--- src/rtl/pause_pkg.sv ---
// Package pause_pkg
// Shared types for the receive pause handshake channels.
// Assumes: a single clock domain; the encodings are internal only.
package pause_pkg;
    typedef enum logic [1:0] {
        CH_IDLE     = 2'd0,
        CH_WAIT_ACK = 2'd1,
        CH_COUNT    = 2'd2,
        CH_WAIT_REL = 2'd3
    } ch_state_e;
endpackage

--- src/rtl/pause_timer.sv ---
// Module pause_timer
// Loadable quanta down-counter. It reports "last" once its value is 1 or 0,
// so a loaded quanta N expires on the N-th tick (0 behaves like 1).
// Assumes: load has priority over dec; dec is only given while not last.
module pause_timer #(
    parameter int QW = 16
) (
    input  logic          clk,
    input  logic          rst_n,
    input  logic          load,
    input  logic [QW-1:0] load_val,
    input  logic          dec,
    output logic          last
);
    logic [QW-1:0] cnt_q;

    // Count register: reload or step down by one quantum.
    always_ff @(posedge clk) begin
        if (!rst_n)
            cnt_q <= '0;
        else if (load)
            cnt_q <= load_val;
        else if (dec && cnt_q > QW'(1))
            cnt_q <= cnt_q - QW'(1);
    end

    // Expiry flag: the next tick ends the pause.
    assign last = (cnt_q <= QW'(1));
endmodule

--- src/rtl/pause_release_timer.sv ---
// Module pause_release_timer
// Counts cycles spent in release-wait and flags the final one.
// Assumes: clr is given on the edge that enters release-wait.
module pause_release_timer #(
    parameter int REL_CYCLES = 32
) (
    input  logic clk,
    input  logic rst_n,
    input  logic clr,
    input  logic run,
    output logic done
);
    localparam int RW = (REL_CYCLES > 2) ? $clog2(REL_CYCLES) : 1;

    logic [RW-1:0] cnt_q;

    // Cycle counter for the release window.
    always_ff @(posedge clk) begin
        if (!rst_n || clr)
            cnt_q <= '0;
        else if (run)
            cnt_q <= cnt_q + RW'(1);
    end

    // Window end: this is the last cycle of release-wait.
    assign done = (cnt_q == RW'(REL_CYCLES - 1));
endmodule

--- src/rtl/pause_chan.sv ---
// Module pause_chan
// One pause channel: request raise, optional acknowledge wait, quanta
// countdown, request drop and release handshake with a timeout.
// Assumes: rx is a one-cycle strobe with quanta valid in the same cycle.
module pause_chan
    import pause_pkg::*;
#(
    parameter int QW         = 16,
    parameter int REL_CYCLES = 32
) (
    input  logic          clk,
    input  logic          rst_n,
    input  logic          en,
    input  logic          ack,
    input  logic          ack_mode,
    input  logic          rx,
    input  logic [QW-1:0] quanta,
    input  logic          tick,
    output logic          req
);
    ch_state_e state_q, state_d;
    logic      req_q, req_set, req_clr;
    logic      tmr_load, tmr_dec, tmr_last;
    logic      rel_clr, rel_run, rel_done;

    pause_timer #(.QW(QW)) u_tmr (
        .clk      (clk),
        .rst_n    (rst_n),
        .load     (tmr_load),
        .load_val (quanta),
        .dec      (tmr_dec),
        .last     (tmr_last)
    );

    pause_release_timer #(.REL_CYCLES(REL_CYCLES)) u_rel (
        .clk   (clk),
        .rst_n (rst_n),
        .clr   (rel_clr),
        .run   (rel_run),
        .done  (rel_done)
    );

    // Next-state and control decode for the channel sequence.
    always_comb begin
        state_d  = state_q;
        req_set  = 1'b0;
        req_clr  = 1'b0;
        tmr_load = 1'b0;
        tmr_dec  = 1'b0;
        rel_clr  = 1'b0;
        rel_run  = 1'b0;
        unique case (state_q)
            CH_IDLE: begin
                if (rx && en) begin
                    tmr_load = 1'b1;
                    req_set  = 1'b1;
                    state_d  = ack_mode ? CH_WAIT_ACK : CH_COUNT;
                end
            end
            CH_WAIT_ACK: begin
                tmr_load = rx;
                if (!ack_mode || ack)
                    state_d = CH_COUNT;
            end
            CH_COUNT: begin
                if (rx) begin
                    tmr_load = 1'b1;
                end else if (tick) begin
                    if (tmr_last) begin
                        req_clr = 1'b1;
                        rel_clr = 1'b1;
                        state_d = ack_mode ? CH_WAIT_REL : CH_IDLE;
                    end else begin
                        tmr_dec = 1'b1;
                    end
                end
            end
            CH_WAIT_REL: begin
                if (rx) begin
                    tmr_load = 1'b1;
                    req_set  = 1'b1;
                    state_d  = ack_mode ? CH_WAIT_ACK : CH_COUNT;
                end else if (!ack_mode || !ack || rel_done) begin
                    state_d = CH_IDLE;
                end else begin
                    rel_run = 1'b1;
                end
            end
            default: state_d = CH_IDLE;
        endcase
    end

    // State register.
    always_ff @(posedge clk) begin
        if (!rst_n)
            state_q <= CH_IDLE;
        else
            state_q <= state_d;
    end

    // Request flag toward the user.
    always_ff @(posedge clk) begin
        if (!rst_n)
            req_q <= 1'b0;
        else if (req_set)
            req_q <= 1'b1;
        else if (req_clr)
            req_q <= 1'b0;
    end

    assign req = req_q;
endmodule

--- src/rtl/pause_req_ctrl.sv ---
// Module pause_req_ctrl
// Top of the receive pause handshake: one pause_chan per channel, all
// sharing the quanta bus, the tick and the acknowledge-check mode.
// Assumes: the highest channel index is the global pause, the rest are
// priority channels; one quanta value is presented per cycle.
module pause_req_ctrl #(
    parameter int NUM_CH     = 9,
    parameter int QUANTA_W   = 16,
    parameter int REL_CYCLES = 32
) (
    input  logic                clk,
    input  logic                rst_n,
    input  logic [NUM_CH-1:0]   chan_en,
    input  logic [NUM_CH-1:0]   chan_ack,
    input  logic                ack_check_mode,
    input  logic [NUM_CH-1:0]   pause_rx,
    input  logic [QUANTA_W-1:0] pause_quanta,
    input  logic                quanta_tick,
    output logic [NUM_CH-1:0]   pause_req
);
    // One independent sequence per channel.
    for (genvar g = 0; g < NUM_CH; g++) begin : g_ch
        pause_chan #(
            .QW         (QUANTA_W),
            .REL_CYCLES (REL_CYCLES)
        ) u_ch (
            .clk      (clk),
            .rst_n    (rst_n),
            .en       (chan_en[g]),
            .ack      (chan_ack[g]),
            .ack_mode (ack_check_mode),
            .rx       (pause_rx[g]),
            .quanta   (pause_quanta),
            .tick     (quanta_tick),
            .req      (pause_req[g])
        );
    end
endmodule

--- config.mk ---
export PLATFORM = sky130hd
export DESIGN_NAME = pause_req_ctrl
export DESIGN_NICKNAME = d
export VERILOG_FILES = /design/src/rtl/pause_pkg.sv /design/src/rtl/pause_timer.sv /design/src/rtl/pause_release_timer.sv /design/src/rtl/pause_chan.sv /design/src/rtl/pause_req_ctrl.sv
export SDC_FILE = /design/constraint.sdc
export NUM_CORES = 1
export LEC_CHECK = 0
export BUFFER_PORTS_ARGS = -buffer_cell sky130_fd_sc_hd__buf_4
export CELL_PAD_IN_SITES_DETAIL_PLACEMENT = 1
export CELL_PAD_IN_SITES_GLOBAL_PLACEMENT = 1
export CORE_ASPECT_RATIO = 1.5
export CORE_MARGIN = 2
export CORE_UTILIZATION = 48
export CTS_CLUSTER_SIZE = 12
export DETAILED_ROUTE_END_ITERATION = 10
export PLACE_DENSITY_LB_ADDON = 0.1
export SETUP_SLACK_MARGIN = 0.2
export SLEW_MARGIN = 10
export SYNTH_ARGS = -nofsm -noshare
export SYNTH_HDL_FRONTEND = slang
export SYNTH_SLANG_ARGS = --single-unit
--- constraint.sdc ---
create_clock -name clk -period 2.5 [get_ports clk]
set_input_delay 0.125 -clock clk [delete_from_list [all_inputs] [get_ports clk]]
set_output_delay 0.125 -clock clk [all_outputs]
set_load 0.02 [all_outputs]
Word-level counts from Yosys, hierarchy flattened
Index checks and enable logic that the tools add are counted.
{ "classes": {"add_sub_neg": 18, "order_cmp": 18, "n_eq_ne": 90, "muxes": 245, "reduce_logical": 110} }
{ "op_table": {"columns": ["operator", "n"], "rows": [
  ["16-bit two-way mux", 18],
  ["16-bit by 1-bit greater-than comparator with 1-bit output, second input constant", 9],
  ["16-bit by 1-bit less-or-equal comparator with 1-bit output, second input constant", 9],
  ["16-bit by 1-bit subtractor with 16-bit output, second input constant", 9],
  ["1-bit two-way mux", 135],
  ["2-bit two-way mux", 65],
  ["2-bit one-hot mux with 4 select lines", 9],
  ["2-bit by 1-bit inequality test with 1-bit output, second input constant", 27],
  ["6-bit AND reduction", 9],
  ["5-bit by 1-bit adder with 5-bit output, second input constant", 9],
  ["5-bit equality test, second input constant", 9],
  ["2-bit equality test, second input constant", 18],
  ["1-bit logical OR", 36],
  ["2-bit inequality test, second input constant", 18],
  ["2-bit nonzero test", 18],
  ["3-bit by 2-bit inequality test with 1-bit output, second input constant", 9],
  ["1-bit one-hot mux with 3 select lines", 9],
  ["2-bit by 1-bit equality test with 1-bit output, second input constant", 9],
  ["1-bit logical AND", 18],
  ["2-bit logical NOT", 9],
  ["1-bit one-hot mux with 2 select lines", 9],
  ["2-bit OR reduction", 9],
  ["1-bit logical NOT", 11]
]} }
{ "totals": {"regBits": 216, "wordCells": 517} }

Depth between registers and ports, before layout
{ "depth": {"ltp_word": 8, "depth_mapped": 9, "mapped_depth_nobuf": 7} }

Modules after synthesis
A second synthesis with hierarchy kept.
{ "hier_totals": {"hier_cells": 1791, "area_unflattened_um2": 14785.4} }
{ "by_module_without_submodules": {"columns": ["module", "instances", "cells_each", "area_each_um2"], "rows": [
  ["pause_timer", 9, 136, 1069.8],
  ["pause_chan", 9, 40, 332.8],
  ["pause_release_timer", 9, 23, 240.2]
]} }

Least setup slack after synthesis
Ideal clock, no wire load.
{ "synth_path": {"path_kind": "flip-flop to flip-flop", "from": "register g_ch[5].u_ch.u_tmr.cnt_q[7]", "to": "register g_ch[5].u_ch.u_tmr.cnt_q[2]", "setup_ns": 0.075, "arrival_ns": 2.133, "t_required_ns": 2.425, "slack_ns": 0.293, "path_stages_with_launch": 7, "path_buffers": 1, "synth_period_minus_slack_ns": 2.207, "cell_sequence": "dfxtp_1 > or4_1 > or4_4 > o21ai_1 > buf_2 > mux2_2 > o22ai_1"} }
{ "synth_via": {"elab_chain_cells": 7, "word_cells_on_any_way": 8, "classes_between": "2 x order compare; 4 x mux; 2 x reduce/logical"} }
{ "synth_rtl": {"columns": ["element", "line", "rtl"], "rows": [
  ["start, declared", "pause_timer.sv:15", "logic [QW-1:0] cnt_q;"],
  ["start signal, assigned", "pause_timer.sv:22", "cnt_q <= load_val;"],
  ["start signal, assigned", "pause_timer.sv:24", "cnt_q <= cnt_q - QW'(1);"],
  ["16-bit by 1-bit less-or-equal comparator with 1-bit output", "pause_timer.sv:28", "assign last = (cnt_q <= QW'(1));"],
  ["1-bit two-way mux", "pause_chan.sv:69", "if (tmr_last) begin"],
  ["1-bit two-way mux", "pause_chan.sv:68", "end else if (tick) begin"],
  ["1-bit two-way mux", "pause_chan.sv:66", "if (rx) begin"],
  ["1-bit two-way mux", "pause_chan.sv:52", "unique case (state_q)"],
  ["1-bit logical AND (*)", "pause_timer.sv:23", "else if (dec && cnt_q > QW'(1))"],
  ["2-bit nonzero test (no source line) (*)", null, null]
]} }
Mark *: on every way between the ends. The rest lies on a longest branch, timed or not.
A chain may end at the register's enable or synchronous reset.

Worst setup path in the final report
Same ends and word-level chain as after synthesis.

==> reports/metrics.yaml <==
status: "finished, final reports clean"
setup_viol: 0
crit_family: "simple AND/OR/NAND/NOR gates"
ys_top_cells_by_area: "dfxtp_1 (33%), ha_1 (7.8%), nand2_1 (4.4%)"
grt.total_usage: 0.290
dr_total_vias: 12900
path_common_cell: "or4_4"
coreArea_sq_mm: 0.0270
cts_tree: "done"
nNetsFinal: 1801
ir_drop_v: 0.000662
drive_gt1_frac: 0.140
period_share: 0.900
synth-edff-count: 0
hpwlAfterDp_um: 28900
syn2layout_area_growth_pct: 17.0
cts.sinks: 216
antenna_left: 0
start_util: 0.484
io_buffers: 55
fp.dieW_um: 139
timing.rr.end: "g_ch[5].u_ch.u_tmr.cnt_q[2]"
design_area_sq_mm: 0.0153
period_minus_slack_ns: 2.25
cp_max_fo: 7
io_pins: 56
dr.pass1.iters: 5
critPathLaunchType: "flop"
synthTopCellsByCount: "dfxtp_1 (216), nand2_1 (154), a21oi_1 (108)"
hold_start: "chan_en[5]"
yosys.area.top_type: "dfxtp_1"
die_h_um: 206
cpMaxStageDelayCell: "or4_4"
ys_seq_area_frac: 0.331
rows: 74
antenna_found_initial: 1
utilization: 0.566
power_density_mw_per_mm2: 922
synthCells: 1581
cts_buffers: 24
gr-total-overflow: 0
multi_input_area_sq_mm: 0.00824
placed_cell_area_sq_mm: 0.0141
grt_max_degree: 60
root_buffer: "clkbuf_16"
clk_pin_slew_ns: 0.06
slew_viol_final: 0
whs_path_depth: 3
fmax_mhz: 445
drv_cap: 0
ys_seq_elements: 216
required_ns: 2.94
cts_max_path_buffers: 3
drt_iter0_markers: 695
cp-end-kind: "flop"
crit_arrival_ns: 2.69
hp-class: "input port to flop"
seq_area_sq_mm: 0.00433
place.gp.congestion: 0.857
wl_per_cell_um: 21.1
r2r_start: "g_ch[5].u_ch.u_tmr.cnt_q[7]"
dieArea_sq_mm: 0.0286
path_cells: "or4_4 > or4_4 > o21ai_2 > buf_6 > mux2_2 > o22ai_1"
syn_avg_cell_area_sq_um: 8.27
syn-num-nets: 1709
crit_type: "flop to flop"
r2r_slack_ns: 0.25
clk_latency_ns: 0.52
drc_errors: 0
h-tree-depth: 1
fin_setup_tns_ns: 0
antenna_cells: 0
total_power_mw: 14.1
final-hold-violation-count: 0
r2r_cells: 6
relSlewSlack: 0.529
synth_ff_type: "dfxtp_1"
yosysMostFrequentCell: "dfxtp_1"
worst_path_largest_cell_delay_ns: 0.57
power.leakage_nw: 5.86
routed_wl_um: 42800
cp-startpoint: "g_ch[5].u_ch.u_tmr.cnt_q[7]"
synth_cell_type_count: 85
worst_hold_path.endpoint: "g_ch[5].u_ch.req"
worst-path-buf-inv: 1
worst_slew_pin_slew_ns: 0.706
vias_per_cell: 6.36
synth_area_sq_mm: 0.0131
rsz0062_at_grt: "yes"
synthDominantCellAreaShare: 0.331
yosysWarnings: 0
skew_ns: 0.0127
async_reset_ff_frac: 0
first_global_vias: 13100
nFillCells: 3304
grt_pass1_wl_um: 67900
[routing by layer]
layer  GRT usage  up-vias  routed length, um
li1            -     6121                  -
met1       0.354     6422              18300
met2       0.525      278              21200
met3      0.0403       91               1900
met4      0.0992        2               1400
met5           0        -                 13
[layout by cell type, fill, tap and decap left out, drive strengths merged, types with 10 or more instances in the layout]
| cell type | netlist | routed |
|---|---|---|
| nor2 | 107 | 107 |
| nor4 | 32 | 32 |
| clkbuf | 64 | 37 |
| nand2 | 154 | 154 |
| inv | 78 | 77 |
| nor3 | 52 | 52 |
| xor2 | 21 | 21 |
| or2 | 10 | 10 |
| or4 | 27 | 27 |
| xnor2 | 14 | 14 |
| and3 | 17 | 17 |
| nor2b | 12 | 12 |
| a211oi | 14 | 14 |
| mux2 | 11 | 11 |
| o311ai | 24 | 24 |
| a22oi | 18 | 18 |
| ha | 81 | 81 |
| dlygate4sd3 | 0 | 23 |
| a221oi | 12 | 12 |
| nand3 | 29 | 29 |
| nand4 | 16 | 16 |
| a31oi | 43 | 43 |
| o211ai | 28 | 28 |
| mux2i | 32 | 32 |
| o21ai | 74 | 74 |
| or3 | 37 | 37 |
| dfxtp | 216 | 216 |
| a32oi | 12 | 12 |
| a21oi | 108 | 108 |
| nand2b | 13 | 13 |
| o22ai | 11 | 11 |
| a311oi | 10 | 10 |
| buf | 23 | 130 |
| o21a | 38 | 38 |
[stage by stage]
step / hold slack [ns] / worst slack, ns / instances
final: 0.0147 / 0.251 / 2032
after CTS: 0.00241 / 0.169 / 2027
after floorplan: 0.275 / 0.293 / 1581
after global routing: 0.00398 / 0.193 / 2032
after global placement: 0.437 / 0.0855 / 1957
after detailed placement: 0.445 / 0.0250 / 1957
[worst max path at each step]
stage,cells past startpoint,to
5_1_grt,6,g_ch[4].u_ch.u_tmr.cnt_q[2]
3_3_place_gp,8,g_ch[4].u_ch.u_tmr.cnt_q[7]
2_1_floorplan,6,g_ch[5].u_ch.u_tmr.cnt_q[2]
3_5_place_dp,8,g_ch[4].u_ch.u_tmr.cnt_q[4]
6_report,6,g_ch[5].u_ch.u_tmr.cnt_q[2]
4_1_cts,5,g_ch[4].u_ch.u_tmr.cnt_q[2]
[timing repair]
item                                    in CTS  in global routing
endpoints found under the setup margin      19                 84
setup buffers                                4                  5
pin swaps                                    1                 11
hold buffers                                23                  0
endpoints found under the hold margin       28                  0
gates resized for setup                      5                 31
[kinds of logic (layout without fill, tap and decap cells)]
| kind of cell | count (synthesis) | count (layout) | share of synthesized area |
|---|---|---|---|
| mux | 43 | 43 | 0.0340 |
| xor+xnor | 35 | 35 | 0.0234 |
| simple gates | 540 | 540 | 0.214 |
| buf+inv | 165 | 274 | 0.0506 |
| compound gates | 501 | 501 | 0.270 |
| flops | 216 | 216 | 0.331 |
| fa+ha+maj | 81 | 81 | 0.0775 |
[registers in the layout, summed over array words and instances (netlist names)]
name,count
g_ch.u_ch.req,9
g_ch.u_ch.state_q,18
g_ch.u_ch.u_rel.cnt_q,45
g_ch.u_ch.u_tmr.cnt_q,144
[worst min-delay path, cell delays in order]
cell and delay (ns):
buf_4 0.12, a21oi_1 0.14, o32ai_1 0.10
[layout make-up]
type | instances | share of cell area
inverter | 78 | 0.0192
clock inverter | 6 | 0.00360
multi-input combinational | 1200 | 0.539
tap | 342 | 0.0280
sequential | 216 | 0.283
clock buffer | 37 | 0.0471
timing repair buffer | 153 | 0.0807
[report_power, final]
group,switching (mW),internal (mW),total [mW]
registers,0.600,4.00,4.60
logic,3.51,2.47,5.98
clock network,1.46,2.08,3.54
total,5.57,8.55,14.1
Power figures use the tool's default switching activity.
